===== config.mk =====
export PLATFORM = sky130hd
export DESIGN_NAME = exc_arbiter
export DESIGN_NICKNAME = d
export VERILOG_FILES = /design/src/rtl/exc_pkg.sv /design/src/rtl/exc_capture.sv /design/src/rtl/exc_gate.sv /design/src/rtl/exc_pick.sv /design/src/rtl/exc_arbiter.sv
export SDC_FILE = /design/constraint.sdc
export NUM_CORES = 1
export LEC_CHECK = 0
export ABC_AREA = 1
export CAP_MARGIN = 20
export CELL_PAD_IN_SITES_DETAIL_PLACEMENT = 0
export CELL_PAD_IN_SITES_GLOBAL_PLACEMENT = 1
export CORE_MARGIN = 5
export CORE_UTILIZATION = 33
export CTS_CLUSTER_SIZE = 16
export DETAILED_ROUTE_END_ITERATION = 16
export PLACE_DENSITY_LB_ADDON = 0.1
export SYNTH_ARGS = -nofsm -noshare
export SYNTH_HDL_FRONTEND = slang
export SYNTH_SLANG_ARGS = --single-unit

===== constraint.sdc =====
create_clock -name clk -period 2.05 [get_ports clk]
set_clock_uncertainty 0.05 [all_clocks]
set_input_delay 0.41 -clock clk [delete_from_list [all_inputs] [get_ports clk]]
set_output_delay 0.41 -clock clk [all_outputs]
set_load 0.01 [all_outputs]

===== src/rtl/exc_pkg.sv =====
package exc_pkg;
    localparam int NSRC = 7;
    localparam int VW   = 8;

    localparam int B_RST = 0;
    localparam int B_ILL = 1;
    localparam int B_TRC = 2;
    localparam int B_ADR = 3;
    localparam int B_IRQ = 4;
    localparam int B_SLP = 5;
    localparam int B_TRP = 6;

    localparam logic [1:0] KIND_CTRL  = 2'b01;
    localparam logic [1:0] KIND_RTE   = 2'b10;
    localparam logic [1:0] MODE_TRACE = 2'd2;

    function automatic logic [VW-1:0] vec_of(input logic [NSRC-1:0] oh);
        logic [VW-1:0] v;
        v = '0;
        for (int i = 0; i < NSRC; i++) begin
            if (oh[i]) begin
                case (i)
                    B_RST:   v = v | VW'(0);
                    B_ILL:   v = v | VW'(4);
                    B_TRC:   v = v | VW'(5);
                    B_ADR:   v = v | VW'(9);
                    B_IRQ:   v = v | VW'(16);
                    B_SLP:   v = v | VW'(10);
                    default: v = v | VW'(8);
                endcase
            end
        end
        return v;
    endfunction

    typedef struct packed {
        logic [NSRC-1:0] pend;
        logic            pin;
        logic            after_rst;
        logic            hold;
        logic            start;
        logic [NSRC-1:0] grant;
        logic [VW-1:0]   vec;
    } arb_state_t;
endpackage


===== src/rtl/exc_capture.sv =====
module exc_capture
    import exc_pkg::*;
(
    input  logic [NSRC-1:0] pend_q,
    input  logic            addr_err_i,
    input  logic            irq_i,
    input  logic            sleep_op_i,
    input  logic            trap_i,
    input  logic            ssby_i,
    input  logic            slpie_i,
    output logic [NSRC-1:0] merged
);
    logic [NSRC-1:0] fresh;

    always_comb begin
        fresh        = '0;
        fresh[B_ADR] = addr_err_i;
        fresh[B_IRQ] = irq_i;
        fresh[B_SLP] = sleep_op_i && !ssby_i && slpie_i;
        fresh[B_TRP] = trap_i;
        merged       = pend_q | fresh;
    end
endmodule


===== src/rtl/exc_gate.sv =====
module exc_gate
    import exc_pkg::*;
(
    input  logic [NSRC-1:0] merged,
    input  logic            live,
    input  logic            rst_evt,
    input  logic            illegal_i,
    input  logic            boundary_i,
    input  logic [1:0]      kind_i,
    input  logic [1:0]      icm_i,
    input  logic            trace_en_i,
    input  logic            after_rst,
    output logic [NSRC-1:0] cand
);
    logic bnd;

    always_comb begin
        bnd         = live && boundary_i;
        cand        = '0;
        cand[B_RST] = rst_evt;
        cand[B_ILL] = live && illegal_i;
        cand[B_TRC] = bnd && trace_en_i && (icm_i == MODE_TRACE) && (kind_i != KIND_RTE);
        cand[B_ADR] = bnd && merged[B_ADR];
        cand[B_IRQ] = bnd && merged[B_IRQ] && (kind_i != KIND_CTRL) && !after_rst;
        cand[B_SLP] = bnd && merged[B_SLP];
        cand[B_TRP] = bnd && merged[B_TRP];
    end
endmodule


===== src/rtl/exc_pick.sv =====
module exc_pick #(
    parameter int N = 7
) (
    input  logic [N-1:0] req,
    output logic [N-1:0] oh
);
    logic [N:0] taken;

    assign taken[0] = 1'b0;

    for (genvar g = 0; g < N; g++) begin : g_chain
        assign oh[g]      = req[g] && !taken[g];
        assign taken[g+1] = taken[g] || req[g];
    end
endmodule


===== src/rtl/exc_arbiter.sv =====
module exc_arbiter
    import exc_pkg::*;
(
    input  logic            clk,
    input  logic            por_n,
    input  logic            core_rst_n_i,
    input  logic            wdt_ovf_i,
    input  logic            illegal_i,
    input  logic            addr_err_i,
    input  logic            irq_i,
    input  logic            sleep_op_i,
    input  logic            trap_i,
    input  logic            boundary_i,
    input  logic [1:0]      kind_i,
    input  logic [1:0]      icm_i,
    input  logic            trace_en_i,
    input  logic            ssby_i,
    input  logic            slpie_i,
    output logic            start_o,
    output logic [NSRC-1:0] grant_o,
    output logic [VW-1:0]   vec_o,
    output logic            hold_o
);
    arb_state_t      st_d, st_q;
    logic [NSRC-1:0] merged;
    logic [NSRC-1:0] cand;
    logic [NSRC-1:0] pick_oh;
    logic            rst_evt;

    assign rst_evt = core_rst_n_i && (!st_q.pin || wdt_ovf_i);

    exc_capture cap_i (
        .pend_q     (st_q.pend),
        .addr_err_i (addr_err_i),
        .irq_i      (irq_i),
        .sleep_op_i (sleep_op_i),
        .trap_i     (trap_i),
        .ssby_i     (ssby_i),
        .slpie_i    (slpie_i),
        .merged     (merged)
    );

    exc_gate gate_i (
        .merged     (merged),
        .live       (core_rst_n_i),
        .rst_evt    (rst_evt),
        .illegal_i  (illegal_i),
        .boundary_i (boundary_i),
        .kind_i     (kind_i),
        .icm_i      (icm_i),
        .trace_en_i (trace_en_i),
        .after_rst  (st_q.after_rst),
        .cand       (cand)
    );

    exc_pick #(.N(NSRC)) pick_i (
        .req (cand),
        .oh  (pick_oh)
    );

    always_comb begin
        st_d       = st_q;
        st_d.pin   = core_rst_n_i;
        st_d.hold  = !core_rst_n_i;
        st_d.start = |pick_oh;
        st_d.grant = pick_oh;
        st_d.vec   = vec_of(pick_oh);
        if (!core_rst_n_i || rst_evt) begin
            st_d.pend = '0;
        end else begin
            st_d.pend = merged & ~pick_oh;
        end
        if (!core_rst_n_i) begin
            st_d.after_rst = 1'b0;
        end else if (rst_evt) begin
            st_d.after_rst = 1'b1;
        end else if (boundary_i) begin
            st_d.after_rst = 1'b0;
        end
    end

    always_ff @(posedge clk or negedge por_n) begin
        if (!por_n) begin
            st_q           <= '0;
            st_q.hold      <= 1'b1;
        end else begin
            st_q <= st_d;
        end
    end

    assign start_o = st_q.start;
    assign grant_o = st_q.grant;
    assign vec_o   = st_q.vec;
    assign hold_o  = st_q.hold;
endmodule


==> out/results.md, run 1 <==
### STA
* Final Max Tran Viols: 0
* number of endpoints with negative hold slack in the final report: 0
* Setup TNS Final: 0 ps
* final worst path period share: 0.873
* final setup violation count: 0
* final period demand of the worst path: 1790 ps
* highest clock frequency the design can meet: 0.559 GHz
* unrepaired setup endpoints after global routing: no

### Floorplanning
* count of standard-cell rows: 19
* I/O pins: 34
* starting density of the core: 0.337
* Die ar.: 3920 um^2
* Floorplan Core Area: 2710 um^2
* die extent in y: 62.6 um
* x dimension of the die: 62.6 um

### Detailed routing
* total detailed-routing wirelength: 1720 um
* drt first pass iters: 4
* antenna violation net count after detailed routing: 0
* number of design rule violations left after detail routing: 0
* number of vias after detailed routing: 663
* WL per Instance: 10.9 um
* Detailed Route Iter0 Violations: 5
* mean number of vias per cell: 4.20

### Setup path
* crit start category: flop
* cell-by-cell trace of the critical path: clkdlybuf4s50_1
* count of buffering cells on the critical path with inverters included: 1
* CP max-delay cell: sky130_fd_sc_hd__dfstp_2
* arrival time reported for the critical path endpoint: 1330 ps
* startpoint-to-endpoint class of the critical path: reg -> out
* Data required, critical path: 1590 ps
* CP max stage delay: 520 ps
* cell family with the largest share of critical-path delay: flip-flops
* critical path endpoint category: primary output
* maximum fanout along the worst path: 1

### Global route
* initial antenna violation count: 0
* wire length of the first global-routing pass: 3040 um
* vias in the first global route: 685
* GRT Residual Overflow: 0
* overall track demand over capacity in global routing: 0.0964
* largest net degree at the start of global routing: 19

### Yosys
* instance count of the mapped netlist: 105
* number of enable-type register cells in the synthesized netlist: 0
* Synth Register Bits: 18
* cell accounting for the most synthesized area: sky130_fd_sc_hd__dfrtp_1
* async set-or-reset flop fraction in the synthesized netlist: 1.00
* synthesized area per cell: 8.69 um^2
* Synth top area share: 0.466
* warnings from Yosys: 0
* post-synthesis instance area: 912 um^2
* most common cell in the synthesized netlist: sky130_fd_sc_hd__inv_1
* main area contributors after synthesis: sky130_fd_sc_hd__dfrtp_1 47%, sky130_fd_sc_hd__buf_4 12%, sky130_fd_sc_hd__inv_1 7.4%
* ys flop type: sky130_fd_sc_hd__dfrtp_1
* commonest cells in the synthesized netlist: 18 x sky130_fd_sc_hd__inv_1, 17 x sky130_fd_sc_hd__dfrtp_1, 16 x sky130_fd_sc_hd__nand2_1
* number of distinct standard cells referenced by the synthesized netlist: 17
* sequential area share after synthesis: 0.495

### Place
* number of port buffers: 30
* instance count after placement with tap cells included: 154
* post-detail-place hpwl: 1410 um
* routability cong.: 0.794
* area of placed instances: 1150 um^2

### Clock tree
* # H-tree levels: 1
* number of buffers on the longest clock path: 2
* clock-pin slew on the worst setup and hold paths: 110 ps
* number of cells upsized or downsized after cts: 0
* Post-CTS Hold Fix Bufs: 0
* number of clock buffers inserted by TritonCTS: 3
* clock network latency to the later pin of the worst-skew pair: 290 ps
* number of buffers inserted to repair setup after CTS: 0
* library cell used as clock root buffer: sky130_fd_sc_hd__clkbuf_4
* CTS sink count: 18
* CTS tree: done

### Pwr
* leakage power figure: 0.609 nW
* worst vdd ir: 0.251 mV
* Final Total Pwr: 0.000677 W
* power density over the cells: 574 nW/um^2

### Hold path
* HP Class: in -> async

### Finish
* layout cell share with drive strength beyond 1: 0.173
* area delta synth->final: 29.4%
* utilization of the core after routing: 0.435
* # diodes: 0
* count of placed standard cells in the final layout, fillers left out: 158
* post-route cell area: 1180 um^2
* number of nets at the end of the flow: 145

### Outcome
* status: complete, no violations

### Flow run
* # Max-Cap Violations: 0

[per-stage QoR]
step	worst slack, ps	hold WS, ps
finish	260	380
global route	221	410
CTS	239	382
detailed placement	241	418
global placement	262	418
floorplan	858	64.4
[cell families (layout without fill, tap and decap cells)]
group	count (synthesis)	in the layout	synth area share
other cells	1	3	0.00411
flops	18	18	0.495
compound gates	6	6	0.0329
buf+inv	35	55	0.209
simple gates	45	45	0.259
[metal layers]
metal  part of all wire  wire length, um  global-route usage  up-vias
met5                  0                0                   0        -
met4              0.024               41              0.0557        0
met3              0.078              133              0.0306        4
met2               0.45              769               0.148       28
met1               0.45              770               0.118      293
li1                   -                -                   -      338
[placed cells by master (no fill, tap or decap), types with 2 or more instances in the layout]
master	instances
sky130_fd_sc_hd__clkdlybuf4s50_1	30
sky130_fd_sc_hd__nand3_1	4
sky130_fd_sc_hd__nor2_1	6
sky130_fd_sc_hd__or2_1	2
sky130_fd_sc_hd__clkbuf_4	3
sky130_fd_sc_hd__conb_1	3
sky130_fd_sc_hd__a21oi_1	5
sky130_fd_sc_hd__nor2_2	6
sky130_fd_sc_hd__nand2_2	5
sky130_fd_sc_hd__nand3_2	4
sky130_fd_sc_hd__inv_1	18
sky130_fd_sc_hd__nand4_1	2
sky130_fd_sc_hd__dfrtp_1	17
sky130_fd_sc_hd__nand2_1	16
[layout make-up]
type	instances	area, um^2
multi-input combinational	54	278
sequential	18	452
fill	292	1530
tap	31	38.8
timing repair buffer	31	308
clock buffer	4	26.3
inverter	20	77.6
[path summary, 6_finish.rpt]
kind	startpoint	to	slack [ps]	depth (start not counted)
max	hold_o$_DFF_PN1_	hold_o	260	1
min reg2reg	st_q[17]$_DFFE_PN0P_	st_q[17]$_DFFE_PN0P_	440	2
max in group asynchronous	por_n	hold_o$_DFF_PN1_	1300	2
max reg2reg	st_q[22]$_DFF_PN0_	start_o$_DFF_PN0_	840	5
min	por_n	st_q[23]$_DFF_PN0_	380	2
min in group clk	st_q[17]$_DFFE_PN0P_	st_q[17]$_DFFE_PN0P_	440	2
[flip-flops by register name, summed over array words and instances, names as in the netlist]
register,flops
start_o,1
hold_o,1
grant_o,6
st_q,6
vec_o,4
[power breakdown]
group	switching (W)	leakage [nW]	internal, W
clock network	0.000108	0.0150	0.0000756
registers	0.00000383	0.236	0.000370
logic	0.0000587	0.359	0.0000613
Power figures use the tool's default switching activity.
==> run 2, diff against run 1 <==
--- a/config.mk
+++ b/config.mk
@@ -13,6 +13,7 @@
 export CORE_UTILIZATION = 33
 export CTS_CLUSTER_SIZE = 16
 export DETAILED_ROUTE_END_ITERATION = 16
+export MAX_ROUTING_LAYER = met4
 export PLACE_DENSITY_LB_ADDON = 0.1
 export SYNTH_ARGS = -nofsm -noshare
 export SYNTH_HDL_FRONTEND = slang
==> out/results.md, run 2 (synthesized netlist as in run 1, its figures left out) <==
### Clock tree
* CTS sink count: 18, unchanged
* number of buffers on the longest clock path: 2, unchanged
* number of clock buffers inserted by TritonCTS: 3, unchanged
* number of cells upsized or downsized after cts: 0, unchanged
* clock network latency to the later pin of the worst-skew pair: 290 ps, about the same
* # H-tree levels: 1, unchanged
* clock-pin slew on the worst setup and hold paths: 110 ps, about the same
* library cell used as clock root buffer: sky130_fd_sc_hd__clkbuf_4, unchanged
* CTS tree: done, unchanged
* number of buffers inserted to repair setup after CTS: 0, unchanged
* Post-CTS Hold Fix Bufs: 0, unchanged

### Setup path
* CP max-delay cell: sky130_fd_sc_hd__dfstp_2, unchanged
* crit start category: flop, unchanged
* critical path endpoint category: primary output, unchanged
* CP max stage delay: 520 ps, about the same
* cell-by-cell trace of the critical path: clkdlybuf4s50_1, unchanged
* count of buffering cells on the critical path with inverters included: 1, unchanged
* maximum fanout along the worst path: 1, unchanged
* cell family with the largest share of critical-path delay: flip-flops, unchanged
* Data required, critical path: 1590 ps, about the same
* startpoint-to-endpoint class of the critical path: reg -> out, unchanged
* arrival time reported for the critical path endpoint: 1330 ps, about the same

### STA
* final hold slack: 381 ps, was 380 ps
* Setup TNS Final: 0 ps, unchanged
* number of endpoints with negative hold slack in the final report: 0, unchanged
* Final Max Tran Viols: 0, unchanged
* final setup violation count: 0, unchanged
* unrepaired setup endpoints after global routing: no, unchanged
* final period demand of the worst path: 1790 ps, about the same
* highest clock frequency the design can meet: 0.559 GHz, unchanged
* final worst path period share: 0.873, about the same

### Floorplanning
* Floorplan Core Area: 2710 um^2, unchanged
* Die ar.: 3920 um^2, unchanged
* die extent in y: 62.6 um, unchanged
* count of standard-cell rows: 19, unchanged
* x dimension of the die: 62.6 um, unchanged
* I/O pins: 34, unchanged
* starting density of the core: 0.337, unchanged

### Finish
* # diodes: 0, unchanged
* utilization of the core after routing: 0.435, unchanged
* post-route cell area: 1180 um^2, unchanged
* count of placed standard cells in the final layout, fillers left out: 158, unchanged
* area delta synth->final: 29.4%, unchanged
* layout cell share with drive strength beyond 1: 0.173, unchanged
* number of nets at the end of the flow: 145, unchanged
* leading cell types in the layout, fill and taps excluded: 30 x sky130_fd_sc_hd__clkdlybuf4s50_1, 18 x sky130_fd_sc_hd__inv_1, 17 x sky130_fd_sc_hd__dfrtp_1, unchanged
* leading cell type in the layout, fill and taps excluded: sky130_fd_sc_hd__clkdlybuf4s50_1, unchanged

### Global route
* wire length of the first global-routing pass: 3040 um, unchanged
* GRT Residual Overflow: 0, unchanged
* largest net degree at the start of global routing: 19, unchanged
* overall track demand over capacity in global routing: 0.0991, was 0.0964
* initial antenna violation count: 0, unchanged
* vias in the first global route: 685, unchanged

### Place
* instance count after placement with tap cells included: 154, unchanged
* routability cong.: 0.806, was 0.794
* post-detail-place hpwl: 1410 um, unchanged
* area of placed instances: 1150 um^2, unchanged
* number of port buffers: 30, unchanged

### Pwr
* power density over the cells: 574 nW/um^2, about the same
* leakage power figure: 0.609 nW, unchanged
* worst vdd ir: 0.251 mV, unchanged

### Hold path
* HP Class: in -> async, unchanged

### Detailed routing
* total detailed-routing wirelength: 1720 um, unchanged
* number of vias after detailed routing: 663, unchanged
* WL per Instance: 10.9 um, unchanged
* number of design rule violations left after detail routing: 0, unchanged
* antenna violation net count after detailed routing: 0, unchanged
* drt first pass iters: 4, unchanged
* mean number of vias per cell: 4.20, unchanged
* Detailed Route Iter0 Violations: 5, unchanged

### Flow run
* # Max-Cap Violations: 0, unchanged

### Outcome
* status: complete, no violations, unchanged

## run 2: cell counts in the layout (fill, tap and decap cells not counted)
Identical to the previous run, type by type.
## run 2: layout make-up
type                       instances  area (um^2)
clock buffer                       4         26.3
fill                             292         1530
inverter                          20         77.6
multi-input combinational         54          278
sequential                        18          452
tap                               31         38.8
timing repair buffer              31          308
## run 2: power by group
group | switching [W] | internal, W
Clock | 0.000108 | 0.0000756
Sequential | 0.00000383 | 0.000370
Combinational | 0.0000587 | 0.0000613
Total | 0.000170 | 0.000507
## run 2: worst paths after layout
check	from	to	slack, ps	cells past startpoint
setup / recovery	hold_o$_DFF_PN1_	hold_o	260	1
hold / removal	por_n	st_q[23]$_DFF_PN0_	380	2
setup reg to reg	st_q[22]$_DFF_PN0_	start_o$_DFF_PN0_	840	5
hold reg to reg	st_q[17]$_DFFE_PN0P_	st_q[17]$_DFFE_PN0P_	440	2
max in group asynchronous	por_n	hold_o$_DFF_PN1_	1300	2
min in group clk	st_q[17]$_DFFE_PN0P_	st_q[17]$_DFFE_PN0P_	440	2
## run 2: per-stage QoR
stage / total power (W) / setup WS (ps)
after global placement: 0.000501 / 262
final: 0.000677 / 260
after detailed placement: 0.000503 / 241
after CTS: 0.000691 / 239
after global routing: 0.000718 / 221
after floorplan: 0.000446 / 858
## run 2: metal layers
layer	wire length [um]	GRT usage	vias to the layer above
met1	805	0.124	293
met4	41	0.0557	0
met5	0	-	-
met2	768	0.148	28
met3	99	0.0216	4
li1	-	-	338
